## src/rtl/cos_pkg.sv

```systemverilog
package cos_pkg;
  localparam logic [4:0] OFF_RAW  = 5'h00;
  localparam logic [4:0] OFF_RISE = 5'h04;
  localparam logic [4:0] OFF_FALL = 5'h08;
  localparam logic [4:0] OFF_CAPT = 5'h0C;
  localparam logic [4:0] OFF_CTRL = 5'h10;
  localparam int CTRL_RULE_BIT = 1;
  localparam int CTRL_EN_BIT   = 2;

  typedef enum logic {RULE_ANY_EDGE = 1'b0, RULE_ALL_LEVEL = 1'b1} rule_e;
endpackage

```

## src/rtl/cos_sync.sv

```systemverilog
module cos_sync #(
  parameter int W      = 32,
  parameter int STAGES = 2
) (
  input  logic         clk,
  input  logic         rst_n,
  input  logic [W-1:0] d,
  output logic [W-1:0] q
);
  for (genvar b = 0; b < W; b++) begin : g_bit
    logic [STAGES-1:0] shreg;
    always_ff @(posedge clk or negedge rst_n) begin
      if (!rst_n) shreg <= '0;
      else        shreg <= {shreg[STAGES-2:0], d[b]};
    end
    assign q[b] = shreg[STAGES-1];
  end
endmodule

```

## src/rtl/cos_detect.sv

```systemverilog
module cos_detect #(
  parameter int N = 16
) (
  input  logic [N-1:0] cur,
  input  logic [N-1:0] prev,
  input  logic [N-1:0] rise_mask,
  input  logic [N-1:0] fall_mask,
  output logic [N-1:0] edge_hit,
  output logic [N-1:0] sel,
  output logic         all_met
);
  logic [N-1:0] lvl_ok;

  for (genvar c = 0; c < N; c++) begin : g_ch
    logic went_up, went_down;
    assign went_up     = cur[c] & ~prev[c];
    assign went_down   = ~cur[c] & prev[c];
    assign edge_hit[c] = (rise_mask[c] & went_up) | (fall_mask[c] & went_down);
    assign sel[c]      = rise_mask[c] | fall_mask[c];
    // unselected channels count as satisfied
    assign lvl_ok[c]   = ~sel[c] | (rise_mask[c] & cur[c]) | (fall_mask[c] & ~cur[c]);
  end

  assign all_met = (|sel) & (&lvl_ok);
endmodule

```

## src/rtl/cos_irq_ctrl.sv

```systemverilog
module cos_irq_ctrl #(
  parameter int DATA_W      = 32,
  parameter int IRQ_CH      = 16,
  parameter int ADDR_W      = 5,
  parameter int SYNC_STAGES = 2
) (
  input  logic              clk,
  input  logic              rst_n,
  input  logic              bus_wr,
  input  logic              bus_rd,
  input  logic [ADDR_W-1:0] bus_addr,
  input  logic [DATA_W-1:0] bus_wdata,
  output logic [DATA_W-1:0] bus_rdata,
  output logic              bus_rvalid,
  input  logic [DATA_W-1:0] din,
  output logic              irq
);
  import cos_pkg::*;

  localparam int PAD_W = DATA_W - IRQ_CH;

  // address decode
  logic hit_raw, hit_rise, hit_fall, hit_capt, hit_ctrl;
  assign hit_raw  = bus_addr == ADDR_W'(OFF_RAW);
  assign hit_rise = bus_addr == ADDR_W'(OFF_RISE);
  assign hit_fall = bus_addr == ADDR_W'(OFF_FALL);
  assign hit_capt = bus_addr == ADDR_W'(OFF_CAPT);
  assign hit_ctrl = bus_addr == ADDR_W'(OFF_CTRL);

  logic wr_rise, wr_fall, wr_ctrl, rd_capt;
  assign wr_rise = bus_wr & hit_rise;
  assign wr_fall = bus_wr & hit_fall;
  assign wr_ctrl = bus_wr & hit_ctrl;
  assign rd_capt = bus_rd & hit_capt;

  // input path
  logic [DATA_W-1:0] din_s;
  logic [IRQ_CH-1:0] ch_prev;

  cos_sync #(.W(DATA_W), .STAGES(SYNC_STAGES)) u_sync (
    .clk(clk), .rst_n(rst_n), .d(din), .q(din_s)
  );

  always_ff @(posedge clk or negedge rst_n) begin
    if (!rst_n) ch_prev <= '0;
    else        ch_prev <= din_s[IRQ_CH-1:0];
  end

  // configuration
  logic [IRQ_CH-1:0] rise_mask, fall_mask;
  logic              ctrl_en;
  rule_e             ctrl_rule;

  always_ff @(posedge clk or negedge rst_n) begin
    if (!rst_n) begin
      rise_mask <= '0;
      fall_mask <= '0;
      ctrl_en   <= 1'b0;
      ctrl_rule <= RULE_ANY_EDGE;
    end else begin
      if (wr_rise) rise_mask <= bus_wdata[IRQ_CH-1:0];
      if (wr_fall) fall_mask <= bus_wdata[IRQ_CH-1:0];
      if (wr_ctrl) begin
        ctrl_en   <= bus_wdata[CTRL_EN_BIT];
        ctrl_rule <= rule_e'(bus_wdata[CTRL_RULE_BIT]);
      end
    end
  end

  logic wdata_unused;
  assign wdata_unused = ^{bus_wdata[DATA_W-1:CTRL_EN_BIT+1], bus_wdata[0]};

  // condition evaluation
  logic [IRQ_CH-1:0] edge_hit, sel;
  logic              all_met;

  cos_detect #(.N(IRQ_CH)) u_detect (
    .cur(din_s[IRQ_CH-1:0]), .prev(ch_prev),
    .rise_mask(rise_mask), .fall_mask(fall_mask),
    .edge_hit(edge_hit), .sel(sel), .all_met(all_met)
  );

  // capture and interrupt
  logic              armed;
  logic              level_fire;
  logic              hit_any;
  logic [IRQ_CH-1:0] new_bits;
  logic [IRQ_CH-1:0] status_q;
  logic              pend_q;
  logic              disable_wr;

  assign level_fire = ctrl_en & (ctrl_rule == RULE_ALL_LEVEL) & all_met & armed;
  assign hit_any    = |edge_hit;
  assign disable_wr = wr_ctrl & ~bus_wdata[CTRL_EN_BIT];

  always_comb begin
    new_bits = '0;
    if (ctrl_en && ctrl_rule == RULE_ANY_EDGE) new_bits = edge_hit;
    if (level_fire)                            new_bits = sel;
  end

  always_ff @(posedge clk or negedge rst_n) begin
    if (!rst_n)          armed <= 1'b1;
    else if (wr_ctrl)    armed <= 1'b1;
    else if (level_fire) armed <= 1'b0;
    else if (!all_met)   armed <= 1'b1;
  end

  always_ff @(posedge clk or negedge rst_n) begin
    if (!rst_n) begin
      status_q <= '0;
      pend_q   <= 1'b0;
    end else if (disable_wr) begin
      status_q <= '0;
      pend_q   <= 1'b0;
    end else if (rd_capt) begin
      status_q <= new_bits;
      pend_q   <= |new_bits;
    end else begin
      status_q <= status_q | new_bits;
      pend_q   <= pend_q | (|new_bits);
    end
  end

  assign irq = pend_q;

  // read port
  logic [DATA_W-1:0] rd_mux;
  always_comb begin
    rd_mux = '0;
    unique case (1'b1)
      hit_raw:  rd_mux = din_s;
      hit_rise: rd_mux = {{PAD_W{1'b0}}, rise_mask};
      hit_fall: rd_mux = {{PAD_W{1'b0}}, fall_mask};
      hit_capt: rd_mux = {{PAD_W{1'b0}}, status_q};
      hit_ctrl: begin
        rd_mux[CTRL_EN_BIT]   = ctrl_en;
        rd_mux[CTRL_RULE_BIT] = ctrl_rule;
      end
      default:  rd_mux = '0;
    endcase
  end

  always_ff @(posedge clk or negedge rst_n) begin
    if (!rst_n) begin
      bus_rdata  <= '0;
      bus_rvalid <= 1'b0;
    end else begin
      bus_rvalid <= bus_rd;
      if (bus_rd) bus_rdata <= rd_mux;
    end
  end
endmodule

```

## config.mk

```make
export PLATFORM = sky130hd
export DESIGN_NAME = cos_irq_ctrl
export DESIGN_NICKNAME = d
export VERILOG_FILES = /design/src/rtl/cos_pkg.sv /design/src/rtl/cos_sync.sv /design/src/rtl/cos_detect.sv /design/src/rtl/cos_irq_ctrl.sv
export SDC_FILE = /design/constraint.sdc
export NUM_CORES = 1
export LEC_CHECK = 0
export ABC_AREA = 0
export BUFFER_PORTS_ARGS = -buffer_cell sky130_fd_sc_hd__buf_2
export CELL_PAD_IN_SITES_DETAIL_PLACEMENT = 2
export CELL_PAD_IN_SITES_GLOBAL_PLACEMENT = 2
export CORE_UTILIZATION = 40
export CTS_CLUSTER_SIZE = 8
export DETAILED_ROUTE_END_ITERATION = 8
export PLACE_DENSITY = 0.86
export SETUP_SLACK_MARGIN = 0.1
export SLEW_MARGIN = 40
export SYNTH_ARGS = -nofsm -noshare
export SYNTH_HDL_FRONTEND = slang
export SYNTH_SLANG_ARGS = --single-unit
```

## constraint.sdc

```tcl
create_clock -name clk -period 4.82 [get_ports clk]
set_clock_uncertainty 0.05 [all_clocks]
set_input_delay 0 -clock clk [delete_from_list [all_inputs] [get_ports clk]]
set_output_delay 0 -clock clk [all_outputs]
set_load 0.1 [all_outputs]
```

# == After elaboration in Yosys (flattened, before gate mapping) ==
# Index checks and enable logic that the tools add are counted.
# word_totals
register_bits,165
latch_bits,0
ramBits,0
rom_bits,0
input_bits,73
elab_cells,285
mem_count,0
# op_classes
add_sub_neg,0
n_mul,0
div,0
magnitude_cmp,0
n_eq_ne,5
n_shift,0
mux,12
bitwise,221
n_reduce_logical,5
# op_table
op,count
$pmux 29 s4,1
$and 1x1->1,105
$or 1x1->1,65
$mux 16,4
$not 1->1,50
$reduce_or 16->1,2
$or 16x16->16,1
$reduce_and 16->1,1
$eq 5x4->1 const B,2
$pmux 2 s5,1
$eq 5x3->1 const B,1
$eq 5x5->1 const B,1
$logic_not 5->1,1
$mux 1,5
$pmux 1 s4,1
$ne 3x2->1 const B,1
$logic_and 1x1->1,1

# == Logic depth before layout (Yosys ltp) ==
# Gate-level depths: netlist of the first run.
# depth
ltp_word,13
mapped_depth,10

# == Hierarchy ==
# Synthesis of the first run repeated with hierarchy kept, for this count alone.
# unflattened
cells_unflattened,608
area_unflattened_um2,7013.0
# modules_own_cells
mod,instances,cells_each,area_each_um2,seq_area_each_um2
cos_irq_ctrl,1,388,4434.3,2528.7
cos_sync,1,96,1841.8,1601.5
cos_detect,1,124,737.0,0.0

# == Least setup slack after synthesis of the first run ==
# Ideal clock, no wire load.
# synth_timing
kind,flip-flop to flip-flop
start,reg fall_mask[3]
end,"reg pend_q, in the netlist irq"
arrival_time_ps,2001
slack_ps,2633
path_stages_with_launch,10
cell_sequence,dfrtp_1 -> nor4_1 -> nand4_1 -> o211ai_4 -> nor3_4 -> buf_6 -> o21ai_1 -> nand2_1 -> a2111oi_2 -> a31oi_1
# synth_between
elab_chain_len,13
# synth_lines
item,line,rtl
"start, declared",cos_irq_ctrl.sv:50,"logic [IRQ_CH-1:0] rise_mask, fall_mask;"
"start signal, assigned",cos_irq_ctrl.sv:62,if (wr_fall) fall_mask <= bus_wdata[IRQ_CH-1:0];
$or 1x1->1,cos_detect.sv:19,assign sel[c] = rise_mask[c] | fall_mask[c];
$not 1->1,cos_detect.sv:21,assign lvl_ok[c] = ~sel[c] | (rise_mask[c] & cur[c]) | (fall_mask[c] & ~cur[c]);
$or 1x1->1 (2 in a row),cos_detect.sv:21,
$reduce_and 16->1,cos_detect.sv:24,assign all_met = (|sel) & (&lvl_ok);
$and 1x1->1,cos_detect.sv:24,
$and 1x1->1 (2 in a row),cos_irq_ctrl.sv:92,assign level_fire = ctrl_en & (ctrl_rule == RULE_ALL_LEVEL) & all_met & armed;
$mux 16 (*),cos_irq_ctrl.sv:99,if (level_fire) new_bits = sel;
$reduce_or 16->1 (*),"cos_irq_ctrl.sv:118, cos_irq_ctrl.sv:121",
$or 1x1->1,cos_irq_ctrl.sv:121,pend_q <= pend_q | (|new_bits);
$mux 1 (*),cos_irq_ctrl.sv:116,end else if (rd_capt) begin
$mux 1 (*),cos_irq_ctrl.sv:113,end else if (disable_wr) begin
"end signal, assigned",cos_irq_ctrl.sv:118,pend_q <= |new_bits;
"end signal, assigned",cos_irq_ctrl.sv:121,
"end, declared",cos_irq_ctrl.sv:89,logic pend_q;
# Mark *: on every way between the ends. The rest lies on a longest branch, timed or not.
# A chain may end at the register's enable or synchronous reset.

# == Final worst setup path of the first run ==
# layout_timing
start,reg rise_mask[14]
end,"reg pend_q, in the netlist irq"
# layout_between
elab_chain_len,13
# layout_lines
item,line,rtl
"start, declared",cos_irq_ctrl.sv:50,
"start signal, assigned",cos_irq_ctrl.sv:61,if (wr_rise) rise_mask <= bus_wdata[IRQ_CH-1:0];
$or 1x1->1,cos_detect.sv:19,
$not 1->1,cos_detect.sv:21,
$or 1x1->1 (2 in a row),cos_detect.sv:21,
$reduce_and 16->1,cos_detect.sv:24,
$and 1x1->1,cos_detect.sv:24,
$and 1x1->1 (2 in a row),cos_irq_ctrl.sv:92,
$mux 16 (*),cos_irq_ctrl.sv:99,
$reduce_or 16->1 (*),"cos_irq_ctrl.sv:118, cos_irq_ctrl.sv:121",
$or 1x1->1,cos_irq_ctrl.sv:121,
$mux 1 (*),cos_irq_ctrl.sv:116,
$mux 1 (*),cos_irq_ctrl.sv:113,
# Marks and branches as above.

==> metrics, run 1 <==
synthesized cell area=6540 sq um; Worst VDD drop=0.000277 V; post-route minimum period=3.11 ns; total congestion overflow=0; DPL Wire Length=13100 um; power after layout=0.00358 W; Lkg Pwr=3.66 nW; Syn Area/Cell=12.2 sq um; Vias=5106; fmax=322 MHz; crit path DAT=3.42 ns; worst setup margin=1.71 ns; clock root buffer=clkbuf_16; initial core utilization=41.0%; Via density=5.65; CTS tree=built; largest cells by area after synthesis=dfrtp_1 63%, mux2_2 6.2%, nor3b_1 3.2%; Post-Syn Nets=607; CTS resizes=0; IO Count=107; Avg WL per Cell=23.7 um; Die ar.=16900 sq um; synth cell count leaders=164 x dfrtp_1, 36 x mux2_2, 32 x inv_1; top-area cell type share of the netlist area=62.8%; Worst setup EP type=flop; reg-to-reg startpoint=rise_mask[14]; Async SR Flop Fraction=100%; fin nets=748; Die Width=130 um; Clock Latency Late Sink=0.44 ns; layout cells sized above 1=26.0%; core area=15900 sq um; Max Cap Viol=0; die height=130 um; # clock sinks=165; critical path type=reg2reg; #FFs+latches synth=165; worst-margin pin slew=0.770 ns; worst rel slew slack=48.5%; vias in the first global route=5840; CP Max Fanout=13; largest net degree at the start of global routing=73; Main synth FF type=dfrtp_1; Hold Crit Class=in2async; Num CTS Buffers=17; Detailed Routing Iterations Pass 1=5; Post-CTS Setup Inserts=0; PwrDens=430 nW/um^2; YS warnings=0; Total Routing Usage GR=27.6%; first-pass GRT wire length=33900 um; CP required=5.13 ns; register area share after synthesis=63.2%; Placer Congestion=0.786; number of diodes=0; Total Wirelength=21400 um; RSZ-0062 raised after global routing=false; Worst R2R Path Depth=10; Final period util=64.4%; Place WS=1.72 ns; count of final max-slew check failures=0; Fin. Hold Viols=0; Post-synth EDFFs=0; post-route setup TNS=0 ns; Worst Setup SP=rise_mask[14]; initial antenna violation count=0; drt first-iter violations=309; # rows=46; FILL cells=1578; count leader, synth=dfrtp_1; H-tree depth=4; status=completed; hold_ws=0.00566 ns; CTS Hold Bufs=49; clk slew on worst S/H paths=0.07 ns; Worst setup SP type=flop; post-synth top area cell=dfrtp_1; Final setup violation count=0; Synth cell types=36; Detail Route Antenna Nets=0; worst-case clock buffer depth=2; Syn Inst Count=534; IO Port Bufs=90; Area Overhead vs Synth=27.2%; drt drc=0
==> final timing paths <==
kind	endpoint	slack, ns
hold reg to reg	u_sync.g_bit[5].shreg[1]	0.30
max in group asynchronous	ch_prev[12]	3.70
hold / removal	u_sync.g_bit[31].shreg[1]	0.006
setup / recovery	irq	1.71
setup reg to reg	irq	1.71
min in group clk	bus_rvalid	0.03
==> critical path, stage by stage, from the launching register on <==
cell	delay (ns)
dfrtp_1	0.46
nand3b_1	0.15
o21ai_0	0.11
nor3_1	0.40
nand4_2	0.38
nor3_4	0.65
buf_6	0.24
o21ai_0	0.15
nand4_1	0.18
a2111oi_2	0.06
a31oi_1	0.19
==> area by class of cell <==
| type | count | area (sq um) | share of cell area, % |
|---|---|---|---|
| clock inverters | 15 | 155 | 1.87 |
| well taps | 216 | 270 | 3.25 |
| clock buffers | 17 | 425 | 5.12 |
| repair buffers | 148 | 1020 | 12.3 |
| inverters | 32 | 120 | 1.44 |
| multi-input cells | 311 | 2190 | 26.4 |
| flip-flops and latches | 165 | 4130 | 49.7 |
==> power by group <==
group / switching (W) / total (W) / internal, W
Sequential: 0.000175 / 0.00172 / 0.00155
Combinational: 0.000277 / 0.000486 / 0.000210
Clock: 0.000604 / 0.00137 / 0.000766
Total: 0.00106 / 0.00358 / 0.00252
==> registers in the layout, summed over array words and instances, names as in the netlist, 16 cells and up <==
register            cells
u_sync.g_bit.shreg     64
status_q               16
ch_prev                16
fall_mask              16
rise_mask              16
bus_rdata              32
==> cell usage in the layout, fill, tap and decap left out, drive strengths merged, types with 2 or more instances in the layout <==
cell,synthesis,final
a31oi,11,11
nand3b,19,19
bufinv,0,2
a22oi,4,4
mux2,36,36
nand3,21,21
nand2b,13,13
dlygate4sd3,0,49
and3,2,2
nor2b,3,3
and3b,5,5
nor4,12,12
clkinv,0,6
nor2,4,4
nor3,6,6
nand2,23,23
nand4,6,6
o21ai,52,52
buf,5,99
o31ai,8,8
nor3b,28,28
clkbuf,21,17
dfrtp,164,164
clkinvlp,0,3
a21boi,16,16
o22ai,17,17
inv,32,36
a21oi,6,6
a222oi,16,16
==> logic make-up after synthesis <==
family,share of synthesized area (%)
buf+inv,3.52
flops,63.2
compound gates,13.5
simple gates,13.6
mux,6.20
==> routing by layer <==
layer	part of all wire, %	global-route usage, %
met1	40	32.4
met4	2.3	10.1
met5	0	0
met3	4.2	6.15
met2	53	49.3
==> metrics by stage <==
step | util, % | std cells | cell area [sq um]
finish | 52.2 | 904 | 8320
global route | 52.2 | 904 | 8320
global placement | 45.3 | 822 | 7220
detailed placement | 45.4 | 823 | 7240
floorplan | - | 534 | 6540
CTS | 52.1 | 904 | 8310
No activity file was read; power rests on OpenSTA's default activity.
==> run 2: changes to the inputs <==
--- a/config.mk
+++ b/config.mk
@@ -9,10 +9,10 @@
 export BUFFER_PORTS_ARGS = -buffer_cell sky130_fd_sc_hd__buf_2
 export CELL_PAD_IN_SITES_DETAIL_PLACEMENT = 2
 export CELL_PAD_IN_SITES_GLOBAL_PLACEMENT = 2
-export CORE_UTILIZATION = 40
+export CORE_UTILIZATION = 34
 export CTS_CLUSTER_SIZE = 8
 export DETAILED_ROUTE_END_ITERATION = 8
-export PLACE_DENSITY = 0.86
+export PLACE_DENSITY = 0.78
 export SETUP_SLACK_MARGIN = 0.1
 export SLEW_MARGIN = 40
 export SYNTH_ARGS = -nofsm -noshare
==> constraint.sdc (replaced) <==
create_clock -name clk -period 2.8 [get_ports clk]
set_clock_uncertainty 0.05 [all_clocks]
set_input_delay 0 -clock clk [delete_from_list [all_inputs] [get_ports clk]]
set_output_delay 0 -clock clk [all_outputs]
set_load 0.1 [all_outputs]
==> run 2 against run 1 <==
Effect of this change: sequential cell count unchanged; worst hold slack improved by 0.051 ns; final cell count increased by 4.9%; register-to-register slack got worse by 1.5 ns; largest power group unchanged.
==> metrics, run 2 (synthesis gave the netlist of run 1 again) <==
Avg WL per Cell=21.8 um; Crit-path slowest cell=dfrtp_1; Detail Route Antenna Nets=0; Sequential Power Share=46.0%; Final setup violation count=0; DPL Wire Length=13200 um; internal power=0.00456 W; Final period util=93.4%; worst rel slew slack=55.0%; max reg flops=64; H-tree depth=4; vias in the first global route=5877; die height=141 um; clk slew on worst S/H paths=0.06 ns; post-route setup TNS=0 ns; Largest Register=u_sync.g_bit.shreg; Clock Latency Late Sink=0.42 ns; count of final max-slew check failures=0; worst-path cell chain=nor4_2 > buf_4 > nand4_1 > o211ai_4 > buf_4 > o31ai_1 > a22oi_1 > nand3_1 > nor4_2 > a31oi_1; initial core utilization=34.8%; Vias=5120; largest net degree at the start of global routing=83; total congestion overflow=0; crit path DAT=2.86 ns; # rows=50; worst-case clock buffer depth=2; # clock sinks=165; Worst VDD drop=0.000439 V; first-pass GRT wire length=32800 um; layout cells sized above 1=29.3%; Hold Crit Class=in2reg; Die ar.=19800 sq um; Crit path largest cell delay=0.39 ns; Worst setup SP type=flop; global routing usage on met3=4.48%; worst-margin pin slew=0.673 ns; FILL cells=1895; Largest regs=u_sync.g_bit.shreg x64, bus_rdata x32; PwrDens=738 nW/um^2; IO Count=107; Lkg Pwr=3.81 nW; CTS tree=built; r2r setup slk=0.19 ns; most common cell after layout, fill and taps aside=dfrtp_1; fin util=46.0%; Post-CTS Setup Inserts=0; GR met1 Demand/Resource=26.3%; number of diodes=0; combinational group share of total power=15.6%; fmax=383 MHz; critical path type=reg2reg; Net Sw Frac=28.4%; Total Wirelength=20600 um; Via density=5.40; post-route minimum period=2.61 ns; part of the power in the clock network=38.4%; P_sw=0.00181 W; RSZ-0062 raised after global routing=false; drt drc=0; CP Max Fanout=5; initial antenna violation count=0; Global Route met2 Usage=39.1%; IO Port Bufs=90; Die Width=141 um; core area=18800 sq um; Area Overhead vs Synth=32.0%; highest-count cells in the layout ignoring fill and taps=164 x dfrtp_1, 89 x buf_2, 49 x dlygate4sd3_1, 36 x mux2_2, 33 x buf_4; Worst setup EP type=flop; Total Routing Usage GR=21.9%; CP required=3.05 ns; Placer Congestion=0.804; Fin. Hold Viols=0; power after layout=0.00637 W; fin nets=774; global routing's busiest layer=met2; Max Cap Viol=0; Num CTS Buffers=17; Detailed Routing Iterations Pass 1=5; drt first-iter violations=305; clock root buffer=clkbuf_16; status=completed
[run 2: changes by cell type in the layout (fill, tap and decap cells not counted), moves of 3 or more]
cell / before / now
buf_4: 7 / 33
nor4_1: 9 / 3
nor4_2: 3 / 9
o21ai_0: 31 / 26
o21ai_1: 21 / 25
buf_6: 3 / 0
clkinv_2: 4 / 1
[run 2: metal layers]
metal	vias up	part of all wire, %
met3	22	4.1
met2	130	53
met4	0	1.8
met1	2678	41
li1	2290	-
met5	-	0
[run 2: area by class of cell]
type / instances / area [sq um] / share of cell area (%)
Tap cell: 234 / 293 / 3.39
Multi-Input combinational cell: 311 / 2230 / 25.9
Clock buffer: 19 / 443 / 5.13
Clock inverter: 13 / 173 / 2.00
Timing Repair Buffer: 174 / 1240 / 14.3
Inverter: 32 / 120 / 1.39
Sequential cell: 165 / 4130 / 47.9
[run 2: power by group through the flow]
stage                     registers [W]  clock network, W  logic [W]
after global routing            0.00296           0.00259    0.00108
after detailed placement        0.00295                 0   0.000903
after global placement          0.00292                 0   0.000850
final                           0.00293           0.00245   0.000990
after CTS                       0.00291           0.00250   0.000984
after floorplan                 0.00293                 0   0.000474
[run 2: worst paths after layout]
check / start / end / depth (start not counted)
max in group asynchronous: rst_n / bus_rdata[8] / 3
hold reg to reg: u_sync.g_bit[20].shreg[0] / u_sync.g_bit[20].shreg[1] / 0
setup reg to reg: fall_mask[15] / irq / 10
setup / recovery: fall_mask[15] / irq / 10
hold / removal: bus_rd / bus_rdata[3] / 2
min in group asynchronous: rst_n / bus_rdata[31] / 2
[run 2: timing repair]
action	4_1_cts	5_1_grt
setup endpoints to repair	1	1
hold endpoints to repair	145	0
pin swaps	1	2
hold buffers	49	0
gates resized for setup	2	12
[run 2: metrics by stage]
step | area, sq um | hold WS (ns) | std cells | setup WS [ns]
after floorplan | 6540 | -0.346 | 534 | 0.613
after global placement | 7470 | 0.0379 | 867 | 0.213
after detailed placement | 7470 | 0.0514 | 867 | 0.124
after CTS | 8580 | 0.0444 | 948 | 0.102
after global routing | 8630 | 0.0669 | 948 | 0.0818
final | 8630 | 0.0567 | 948 | 0.186
[run 2: critical path, delay by kind of cell (launching register included)]
family | cells | cell delay [ns]
AO/OA/AOI/OAI | 4 | 0.77
AND/OR/NAND/NOR | 4 | 0.92
buffers and inverters | 2 | 0.35
flip-flops | 1 | 0.39
